File: config.mk
export PLATFORM = sky130hd
export DESIGN_NAME = early_divider
export DESIGN_NICKNAME = d
export VERILOG_FILES = /design/src/rtl/early_divider.sv
export SDC_FILE = /design/constraint.sdc
export NUM_CORES = 1
export LEC_CHECK = 0
export BUFFER_PORTS_ARGS = -buffer_cell sky130_fd_sc_hd__buf_2
export CORE_MARGIN = 4
export CORE_UTILIZATION = 35
export CTS_BUF_LIST = sky130_fd_sc_hd__clkbuf_2
export CTS_CLUSTER_DIAMETER = 120
export DETAILED_ROUTE_END_ITERATION = 12
export HOLD_SLACK_MARGIN = 0.08
export PLACE_DENSITY_LB_ADDON = 0.1
export REMOVE_ABC_BUFFERS = 1
export SETUP_SLACK_MARGIN = 0.1
export SYNTH_ARGS = -nofsm -noshare
export SYNTH_HDL_FRONTEND = slang
export SYNTH_SLANG_ARGS = --single-unit
export TNS_END_PERCENT = 5
File: constraint.sdc
create_clock -name clk -period 5 [get_ports clk]
set_clock_uncertainty 0.1 [all_clocks]
set_input_delay 0.5 -clock clk [delete_from_list [all_inputs] [get_ports clk]]
set_output_delay 0.5 -clock clk [all_outputs]
set_load 0.1 [all_outputs]
File: src/rtl/early_divider.sv
module early_divider #(
  parameter int W = 32
) (
  input  logic         clk,
  input  logic         rst_n,
  input  logic         start,
  input  logic         is_signed,
  input  logic [W-1:0] dividend,
  input  logic [W-1:0] divisor,
  output logic         busy,
  output logic         done,
  output logic [W-1:0] quotient
);
  localparam int LW = $clog2(W);

  typedef enum logic [1:0] {IDLE, PREP, RUN, FIX} st_t;
  st_t st;

  logic [W-1:0]  mag_n, mag_d, rem, dsh, q_acc;
  logic [LW-1:0] cnt;
  logic          neg;

  function automatic logic [LW-1:0] lead1(input logic [W-1:0] v);
    logic [LW-1:0] p;
    p = '0;
    for (int i = 0; i < W; i++)
      if (v[i]) p = LW'(i);
    return p;
  endfunction

  wire n_neg  = is_signed & dividend[W-1];
  wire d_neg  = is_signed & divisor[W-1];
  wire [W-1:0] abs_n = n_neg ? -dividend : dividend;
  wire [W-1:0] abs_d = d_neg ? -divisor  : divisor;

  wire           trivial = (mag_d == '0) || (mag_d > mag_n);
  wire [LW-1:0]  skip    = lead1(mag_n) - lead1(mag_d);
  wire           ge      = rem >= dsh;

  assign busy = (st != IDLE);

  always_ff @(posedge clk or negedge rst_n) begin
    if (!rst_n) begin
      st       <= IDLE;
      mag_n    <= '0;
      mag_d    <= '0;
      rem      <= '0;
      dsh      <= '0;
      q_acc    <= '0;
      cnt      <= '0;
      neg      <= 1'b0;
      done     <= 1'b0;
      quotient <= '0;
    end else begin
      done <= 1'b0;
      case (st)
        IDLE: if (start) begin
          mag_n <= abs_n;
          mag_d <= abs_d;
          neg   <= n_neg ^ d_neg;
          st    <= PREP;
        end
        PREP: begin
          q_acc <= '0;
          rem   <= mag_n;
          dsh   <= mag_d << skip;
          cnt   <= skip;
          st    <= trivial ? FIX : RUN;
        end
        RUN: begin
          rem   <= ge ? rem - dsh : rem;
          q_acc <= {q_acc[W-2:0], ge};
          dsh   <= dsh >> 1;
          if (cnt == '0) st <= FIX;
          else cnt <= cnt - 1'b1;
        end
        FIX: begin
          quotient <= neg ? -q_acc : q_acc;
          done     <= 1'b1;
          st       <= IDLE;
        end
        default: st <= IDLE;
      endcase
    end
  end

  a_r7_done_pulse: assert property (@(posedge clk) disable iff (!rst_n)
    done |=> !done);

  a_r7_done_not_busy: assert property (@(posedge clk) disable iff (!rst_n)
    done |-> !busy);

  a_r8_restart_ignored: assert property (@(posedge clk) disable iff (!rst_n)
    (busy && start) |=> ($stable(mag_n) && $stable(mag_d) && $stable(neg)));

  a_r9_quot_only_on_done: assert property (@(posedge clk) disable iff (!rst_n)
    !$stable(quotient) |-> done);

  a_r4_short_exit: assert property (@(posedge clk) disable iff (!rst_n)
    (st == PREP && trivial) |=> (st == FIX && q_acc == '0));

  a_r5_loop_remainder_bounded: assert property (@(posedge clk) disable iff (!rst_n)
    (st == RUN) |=> (st == FIX) || (rem < (dsh << 1)) || dsh[W-1]);
endmodule

* Word-level counts from Yosys, hierarchy flattened
Index checks and enable logic that the tools add are counted.
** Operators by class
- $add $sub $neg :: 6
- $lt $le $gt $ge :: 2
- Eq/ne operators :: 7
- Shift-type cells :: 1
- Muxes and demuxes :: 76
- Bitwise gates (word level) :: 3
- Reductions and logical operators :: 10
** Operator list (count)
- 2-to-1 mux 5 bit :: 59
- one-hot mux 32 bit (2 select lines) :: 3
- 2-to-1 mux 32 bit :: 4
- negation 32 bit :: 3
- greater-or-equal comparator 32 bit :: 1
- greater-than comparator 32 bit :: 1
- logical NOT 32 bit :: 1
- left shift 32 x 5 -> 32 bit :: 1
- subtractor 32 bit :: 1
- one-hot mux 5 bit (2 select lines) :: 1
- 2-to-1 mux 2 bit :: 4
- != test 2 bit, second input constant :: 4
- one-hot mux 2 bit (4 select lines) :: 1
- AND reduction 2 bit :: 4
- logical NOT 5 bit :: 1
- subtractor 5 x 1 -> 5 bit, second input constant :: 1
- subtractor 5 bit :: 1
- == test 2 bit, second input constant :: 2
- 2-to-1 mux 1 bit :: 4
- nonzero test 2 bit :: 2
- AND 1 bit :: 2
- == test 2 x 1 -> 1 bit, second input constant :: 1
- logical NOT 2 bit :: 1
- logical OR 1 bit :: 1
- bitwise XOR 1 bit :: 1
** Storage, ports and cells
- Bits in registers :: 201
- Bits of input ports :: 68
- Word-level logic and storage cells :: 115

* Depth between registers and ports, before layout
Gate-level depths: netlist of run 1.
- Word-level depth :: 34
- Depth in mapped cells :: 23
- Gate-level depth less buffers :: 20

* Worst setup path before layout of run 1
OpenSTA, ideal clock, no wires.
- Path type :: flip-flop to flip-flop
- From :: reg mag_n[4]
- To :: reg dsh[12]
- Data arrival time :: 4067 ps
- Required time :: 4823 ps
- Slack :: 755 ps
- Stages on the path, launching flop included :: 20
- Path buffers :: 3
- Cells stage by stage :: dfrtp_1 -> inv_1 -> o211ai_1 -> a311oi_1 -> o31ai_1 -> a211oi_1 -> o311ai_0 -> a311oi_1 -> nor3_1 -> o31a_1 -> fa_1 -> clkbuf_1 -> clkbuf_1 -> clkbuf_1 -> nand3_1 -> nor2_1 -> a21oi_1 -> a2111oi_0 -> a21oi_1 -> a21oi_1
** On the way
- Longest elaborated chain between the ends :: 31
** RTL lines
- start: declaration :: line 19 : logic [W-1:0] mag_n, mag_d, rem, dsh, q_acc;
- start signal: assignment :: line 58 : mag_n <= abs_n;
- 2-to-1 mux 5 bit (28 in series) :: line 27 : if (v[i]) p = LW'(i);
- subtractor 5 bit :: line 37 : wire [LW-1:0] skip = lead1(mag_n) - lead1(mag_d);
- left shift 32 x 5 -> 32 bit :: line 66 : dsh <= mag_d << skip;
- one-hot mux 32 bit (2 select lines) :: line 56 : case (st)
- end signal: assignment :: line 66
- end signal: assignment :: line 73 : dsh <= dsh >> 1;
- end: declaration :: line 19
Every way passes these cells.
A chain may end at the register's enable or synchronous reset.

* Worst setup path in the final report of run 1
- From :: reg mag_n[4]
- To :: reg dsh[28]
Same word-level chain as after synthesis.

==> impl_metrics.csv, run 1 <==
group,metric,value,unit
run_status,status,"complete, no violations",
min_path,hp-class,"in -> reg",
worst_setup_path,cpMaxStageDelayCell,"fa_2",
synthesis,yosys.area.top_type,"dfrtp_1",
worst_setup_path,critPathTopFamily,"compound AO/OA/AOI/OAI gates",
min_path,min_from,"dividend[0]",
global_route,antenna_found_initial,1,
synthesis,yosysSeqAreaShare,0.340,
detailed_routing,drt_iter0_drc,980,
synthesis,synth_common_cells,"nand2_1 (228), dfrtp_1 (201), o21ai_0 (200), a21oi_1 (150), nor2_1 (133)",
detailed_routing,vias,13900,
detailed_routing,wirelength,47100,microns
clock_tree,clk_latency,0.98,ns
place,dp_hpwl,34800,microns
worst_setup_path,crit_path_start_kind,"flip-flop",
timing,setup_violations,0,
detailed_routing,wl_met3,2100,microns
global_route,grt_pass1_vias,13700,
worst_setup_path,path_cells,"inv_1, o211ai_1, a311oi_1, o31ai_1, a211oi_2, o311ai_0, a311oi_1, nor3_1, o31a_1, fa_2, buf_6, mux4_2, nand2_1, nand2_1, nor2_1, a21oi_1, a211o_1, o211ai_1, o21ai_0",
synthesis,syn-cell-area,0.0148,sq mm
synthesis,synth-edff-count,0,
die,coreArea,0.0419,sq mm
detailed_routing,avgRoutedWirePerCell,17.8,microns
synthesis,synth_most_common_cell,"nand2_1",
timing,post-route-min-period,4.61,ns
cells_and_area,nFillCells,4255,
worst_setup_path,reg2reg_slack,0.39,ns
synthesis,netlist.area_leader.share,0.340,
cells_and_area,stdcell_count,2641,
detailed_routing,avgViaCountPerCell,5.27,
synthesis,synth_cell_type_count,70,
timing,fmax,217,MHz
synthesis,netlist_top_cells_area,"dfrtp_1 (34%), o21ai_0 (6.8%), ha_1 (6.6%), nand2_1 (5.8%), a21oi_1 (5.1%)",
detailed_routing,drt_first_pass_iters,5,
clock_tree,numCtsBuffers,59,
global_route,grt_pass1_wl,74800,microns
detailed_routing,met2WireLength,21800,microns
detailed_routing,dr.max_layer_used,"met4",
die,die_w,213,microns
timing,final-hold-violation-count,0,
synthesis,syn_inst,1815,
clock_tree,post_cts.repair.setup_buffers,0,
place,io_buffer_count,101,
die,fp-row-count,75,
synthesis,synth-main-ff-cell,"dfrtp_1",
detailed_routing,post-route-drc-count,0,
clock_tree,cts.sinks,201,
place,dp_cells,2396,
worst_setup_path,worst-path-buf-inv,2,
cells_and_area,layout-drive-gt1-share,0.147,
synthesis,syn_area_per_cell,8.14,sq um
clock_tree,path_clk_slew,0.10,ns
global_route,track_usage,0.205,
timing,rsz0062_at_grt,"true",
synthesis,synth-seq-cells,201,
clock_tree,cts_htree_levels,2,
die,dieArea,0.0456,sq mm
global_route,grt_max_degree,123,
detailed_routing,wl_met1,21800,microns
clock_tree,cts_max_path_buffers,3,
global_route,grt-ovfl-total,0,
die,ios,102,
worst_setup_path,timing.rr.start,"mag_n[4]",
cells_and_area,fin_nets,2198,
clock_tree,cts_tree,"done",
timing,relSlewSlack,0.315,
timing,period_share,0.923,
worst_setup_path,arrival,5.34,ns
synthesis,async_reset_ff_frac,1.00,
clock_tree,cts-root-buf,"clkbuf_2",
synthesis,yosysWarnings,0,
worst_setup_path,critical_path_class,"reg -> reg",
timing,whs,0.277,ns
timing,maxSlewViolCount,0,
worst_setup_path,worst_setup_path_end_kind,"flip-flop",
die,initial_core_util,0.353,
worst_setup_path,required,5.73,ns
cells_and_area,syn_to_final_growth,21.4,%
detailed_routing,ant_nets,0,
timing,worst_pin_slew,1.02,ns
flow_run,drv_cap,0,
die,die_h,213,microns
worst_setup_path,cp_max_fo,14,
worst_setup_path,critical-path-max-stage-delay,0.61,ns
place,place_congestion,0.881,
worst_setup_path,cp-startpoint,"mag_n[4]",
-- routing by layer --
metal | up-vias | global-route usage
li1 | 6938 | -
met1 | 6580 | 0.279
met2 | 317 | 0.334
met3 | 73 | 0.0358
met4 | 0 | 0.0704
met5 | - | 0
-- cells in the final DEF, fill, tap and decap left out, drive strengths merged, types with 5 or more instances in the layout --
cell and instances:
o21a 7, dlygate4sd3 131, o21ai 202, clkinv 16, a22oi 5, clkbuf 95, ha 78, nor2b 17
a21o 23, a2111oi 5, inv 129, o211ai 22, a21oi 150, a31oi 19, nand4 18, nor4 25
and2 8, mux2i 47, nand3 52, or4 7, xor2 43, mux2 30, buf 138, xnor2 76
dfrtp 201, mux4 11, o31ai 21, a211oi 18, nor3 34, nor2 133, nand2b 16, nand2 228
and3 6, o22ai 17, or3 8, o41ai 8, o31a 6
-- cell families (layout without fill, tap and decap cells) --
kind of cell,Yosys count,count (layout),share of synthesized area
buf+inv,225,510,0.0573
compound gates,535,535,0.216
mux,88,88,0.0715
flops,201,201,0.340
xor+xnor,119,119,0.0705
fa+ha+maj,80,80,0.0688
other cells,0,2,0
simple gates,567,567,0.176
-- layout make-up --
cell class	instances	area, sq um	area share
tap	539	674	0.0376
multi-input combinational	1389	9010	0.502
clock buffer	94	470	0.0262
timing repair buffer	270	2180	0.122
sequential	201	5030	0.281
clock inverter	17	78.8	0.00439
antenna	2	5.00	0.000279
inverter	129	484	0.0270
-- state kept, by name (all words and copies together), names as in the netlist --
register  flops
neg           1
cnt           5
mag_d        32
quotient     32
st            2
dsh          32
q_acc        32
done          1
mag_n        32
rem          32
-- stage by stage --
| stage | TNS [ns] | worst slack [ns] | util | area (sq um) |
|---|---|---|---|---|
| 2_1_floorplan | -21.84 | -0.585 | - | 14400 |
| 3_3_place_gp | 0 | 0.239 | 0.382 | 16000 |
| 3_5_place_dp | 0 | 0.305 | 0.382 | 16000 |
| 4_1_cts | 0 | 0.233 | 0.427 | 17900 |
| 5_1_grt | 0 | 0.0378 | 0.429 | 17900 |
| 6_report | 0 | 0.386 | 0.429 | 17900 |
-- worst paths after layout --
| path | endpoint | cells after the start |
|---|---|---|
| max | dsh[28] | 19 |
| max reg2reg | dsh[28] | 19 |
| min reg2reg | rem[3] | 2 |
| max in group asynchronous | q_acc[2] | 4 |
| min in group asynchronous | rem[8] | 4 |
| min | mag_n[0] | 4 |
-- repair_timing --
action | 4_1_cts | 5_1_grt
hold buffers | 132 | 0
gates resized for setup | 0 | 10
endpoints found under the hold margin | 207 | 0
setup endpoints to repair | 0 | 22
-- worst register-to-register path, stage by stage (launching register included) --
cell	delay [ns]
dfrtp_1	0.44
inv_1	0.10
o211ai_1	0.09
a311oi_1	0.30
o31ai_1	0.12
a211oi_2	0.32
o311ai_0	0.16
a311oi_1	0.31
nor3_1	0.09
o31a_1	0.29
fa_2	0.61
buf_6	0.18
mux4_2	0.53
nand2_1	0.08
nand2_1	0.08
nor2_1	0.12
a21oi_1	0.06
a211o_1	0.30
o211ai_1	0.09
o21ai_0	0.10
Power of run 1 is left out: the tool's default activity adds up to more than one toggle a clock period on the data nets, which glitch-free logic cannot reach.
==> run 2: changes to the inputs <==
==> constraint.sdc (replaced) <==
create_clock -name clk -period 4.95 [get_ports clk]
set_clock_uncertainty 0.1 [all_clocks]
set_input_delay 0.495 -clock clk [delete_from_list [all_inputs] [get_ports clk]]
set_output_delay 0.495 -clock clk [all_outputs]
set_load 0.005 [all_outputs]
==> run 2 against run 1 <==
- wire length is 1.7% higher
- worst hold slack better by 0.013 ns
- critical path depth is 1 higher
- final cell count is 0.68% higher
- sequential share of layout area is 0.27 points lower
- non-clock buffer count is 22 higher
- global-route usage is 0.48 points higher
- flip-flop and latch count stayed put
- critical path type unchanged
- highest routed layer unchanged
==> impl_metrics.csv, run 2 (synthesis results as in run 1) <==
group,metric,value,unit
run_status,status,"complete, no violations",
detailed_routing,ant_nets,0,
clock_tree,path_clk_slew,0.10,ns
cells_and_area,final_cell_mix,"nand2_1 (227), o21ai_0 (200), dfrtp_1 (200)",
die,coreArea,0.0419,sq mm
detailed_routing,wirelength,47900,microns
clock_tree,post_cts.repair.setup_buffers,0,
worst_setup_path,cpMaxStageDelayCell,"fa_1",
worst_setup_path,required,5.78,ns
global_route,antenna_found_initial,2,
timing,setup_violations,0,
detailed_routing,wl_met3,1850,microns
timing,whs,0.290,ns
detailed_routing,dr.max_layer_used,"met4",
min_path,hold_depth,4,
detailed_routing,drt_first_pass_iters,5,
cells_and_area,fin_nets,2218,
die,die_h,213,microns
die,fp-row-count,75,
die,dieArea,0.0456,sq mm
worst_setup_path,worst_setup_path_end_kind,"flip-flop",
timing,maxSlewViolCount,0,
global_route,track_usage,0.210,
worst_setup_path,ff2ff_path_depth,20,
worst_setup_path,cp_max_fo,36,
timing,rsz0062_at_grt,"false",
timing,post-route-min-period,4.52,ns
timing,worst_pin_slew,1.02,ns
global_route,grt_pass1_vias,13600,
die,ios,102,
worst_setup_path,crit_path_start_kind,"flip-flop",
worst_setup_path,critical_path_class,"reg -> reg",
die,die_w,213,microns
global_route,grt_pass1_wl,75800,microns
clock_tree,numCtsBuffers,57,
worst_setup_path,reg2reg_slack,0.43,ns
place,io_buffer_count,101,
worst_setup_path,arrival,5.34,ns
min_path,hp-class,"in -> reg",
cells_and_area,mostFrequentLayoutCell,"nand2_1",
detailed_routing,vias,14000,
cells_and_area,layout-drive-gt1-share,0.144,
clock_tree,clk_latency,1.02,ns
timing,final-hold-violation-count,0,
worst_setup_path,critPathTopFamily,"compound AO/OA/AOI/OAI gates",
timing,relSlewSlack,0.319,
detailed_routing,avgRoutedWirePerCell,18.0,microns
detailed_routing,wl_met1,22200,microns
detailed_routing,met2WireLength,22600,microns
timing,fmax,221,MHz
clock_tree,cts_htree_levels,2,
place,dp_hpwl,34600,microns
global_route,grt-ovfl-total,0,
clock_tree,cts_tree,"done",
detailed_routing,post-route-drc-count,0,
clock_tree,cts-root-buf,"clkbuf_2",
worst_setup_path,critical-path-max-stage-delay,0.46,ns
clock_tree,cts_max_path_buffers,3,
worst_setup_path,path_cells,"inv_1, o211ai_1, a311oi_2, o31ai_1, a211oi_2, o311ai_1, a311oi_1, nor3_1, o31a_1, fa_1, nor2b_1, o21ai_0, nand2b_1, xnor2_1, xor2_4, buf_12, mux2_2, o22ai_1, o211ai_1, o21ai_0",
detailed_routing,avgViaCountPerCell,5.25,
timing,period_share,0.912,
cells_and_area,syn_to_final_growth,22.6,%
detailed_routing,drt_iter0_drc,705,
worst_setup_path,crit_cells,20,
flow_run,drv_cap,0,
die,initial_core_util,0.353,
worst_setup_path,worst-path-buf-inv,2,
global_route,grt_max_degree,101,
clock_tree,cts.sinks,201,
place,place_congestion,0.876,
[run 2: changes by cell type in the layout (fill, tap and decap cells not counted), moves of 2 or more]
cell / before / now
dlygate4sd3_1: 131 / 150
clkinv_1: 10 / 8
clkinv_2: 5 / 3
diode_2: 2 / 4
buf_4: 32 / 35
clkbuf_2: 94 / 91
[run 2: worst paths after layout]
kind	start	end
min in group asynchronous	rst_n	rem[4]
setup / recovery	mag_n[4]	dsh[19]
setup reg to reg	mag_n[4]	dsh[19]
hold / removal	dividend[0]	mag_n[0]
max in group asynchronous	rst_n	q_acc[5]
hold reg to reg	rem[13]	rem[13]
[run 2: tightest hold or removal path, stage by stage]
cell	delay [ns]
dlygate4sd3_1	0.53
buf_2	0.13
inv_1	0.09
o21ai_0	0.10
[run 2: final cells by class]
cell class,instances,area [sq um]
Fill cell,4251,23700
Clock inverter,14,70.1
Sequential cell,201,5030
Clock buffer,91,455
Timing Repair Buffer,292,2400
Inverter,129,484
Tap cell,539,674
Multi-Input combinational cell,1389,8990
Antenna cell,4,10.0
[run 2: routing by layer]
| layer | up-vias | GRT usage |
|---|---|---|
| met1 | 6589 | 0.283 |
| met2 | 301 | 0.351 |
| li1 | 6993 | - |
| met3 | 86 | 0.0313 |
| met4 | 0 | 0.0662 |
| met5 | - | 0 |
[run 2: what timing repair did]
| item | in CTS | in global routing |
|---|---|---|
| hold buffers | 151 | 0 |
| endpoints found under the setup margin | 0 | 31 |
| hold endpoints to repair | 183 | 0 |
| gates resized for setup | 0 | 10 |
[run 2: through the flow]
step            util  area (sq um)  setup WS, ns  TNS, ns  std cells
3_5_place_dp   0.383         16000         0.155        0       2399
5_1_grt        0.433         18100         0.126        0       2659
4_1_cts        0.432         18100         0.143        0       2655
2_1_floorplan      -         14400        -0.635   -25.07       1719
3_3_place_gp   0.383         16000         0.247        0       2399
6_report       0.433         18100         0.434        0       2659
Power of run 2 is left out for the same reason.
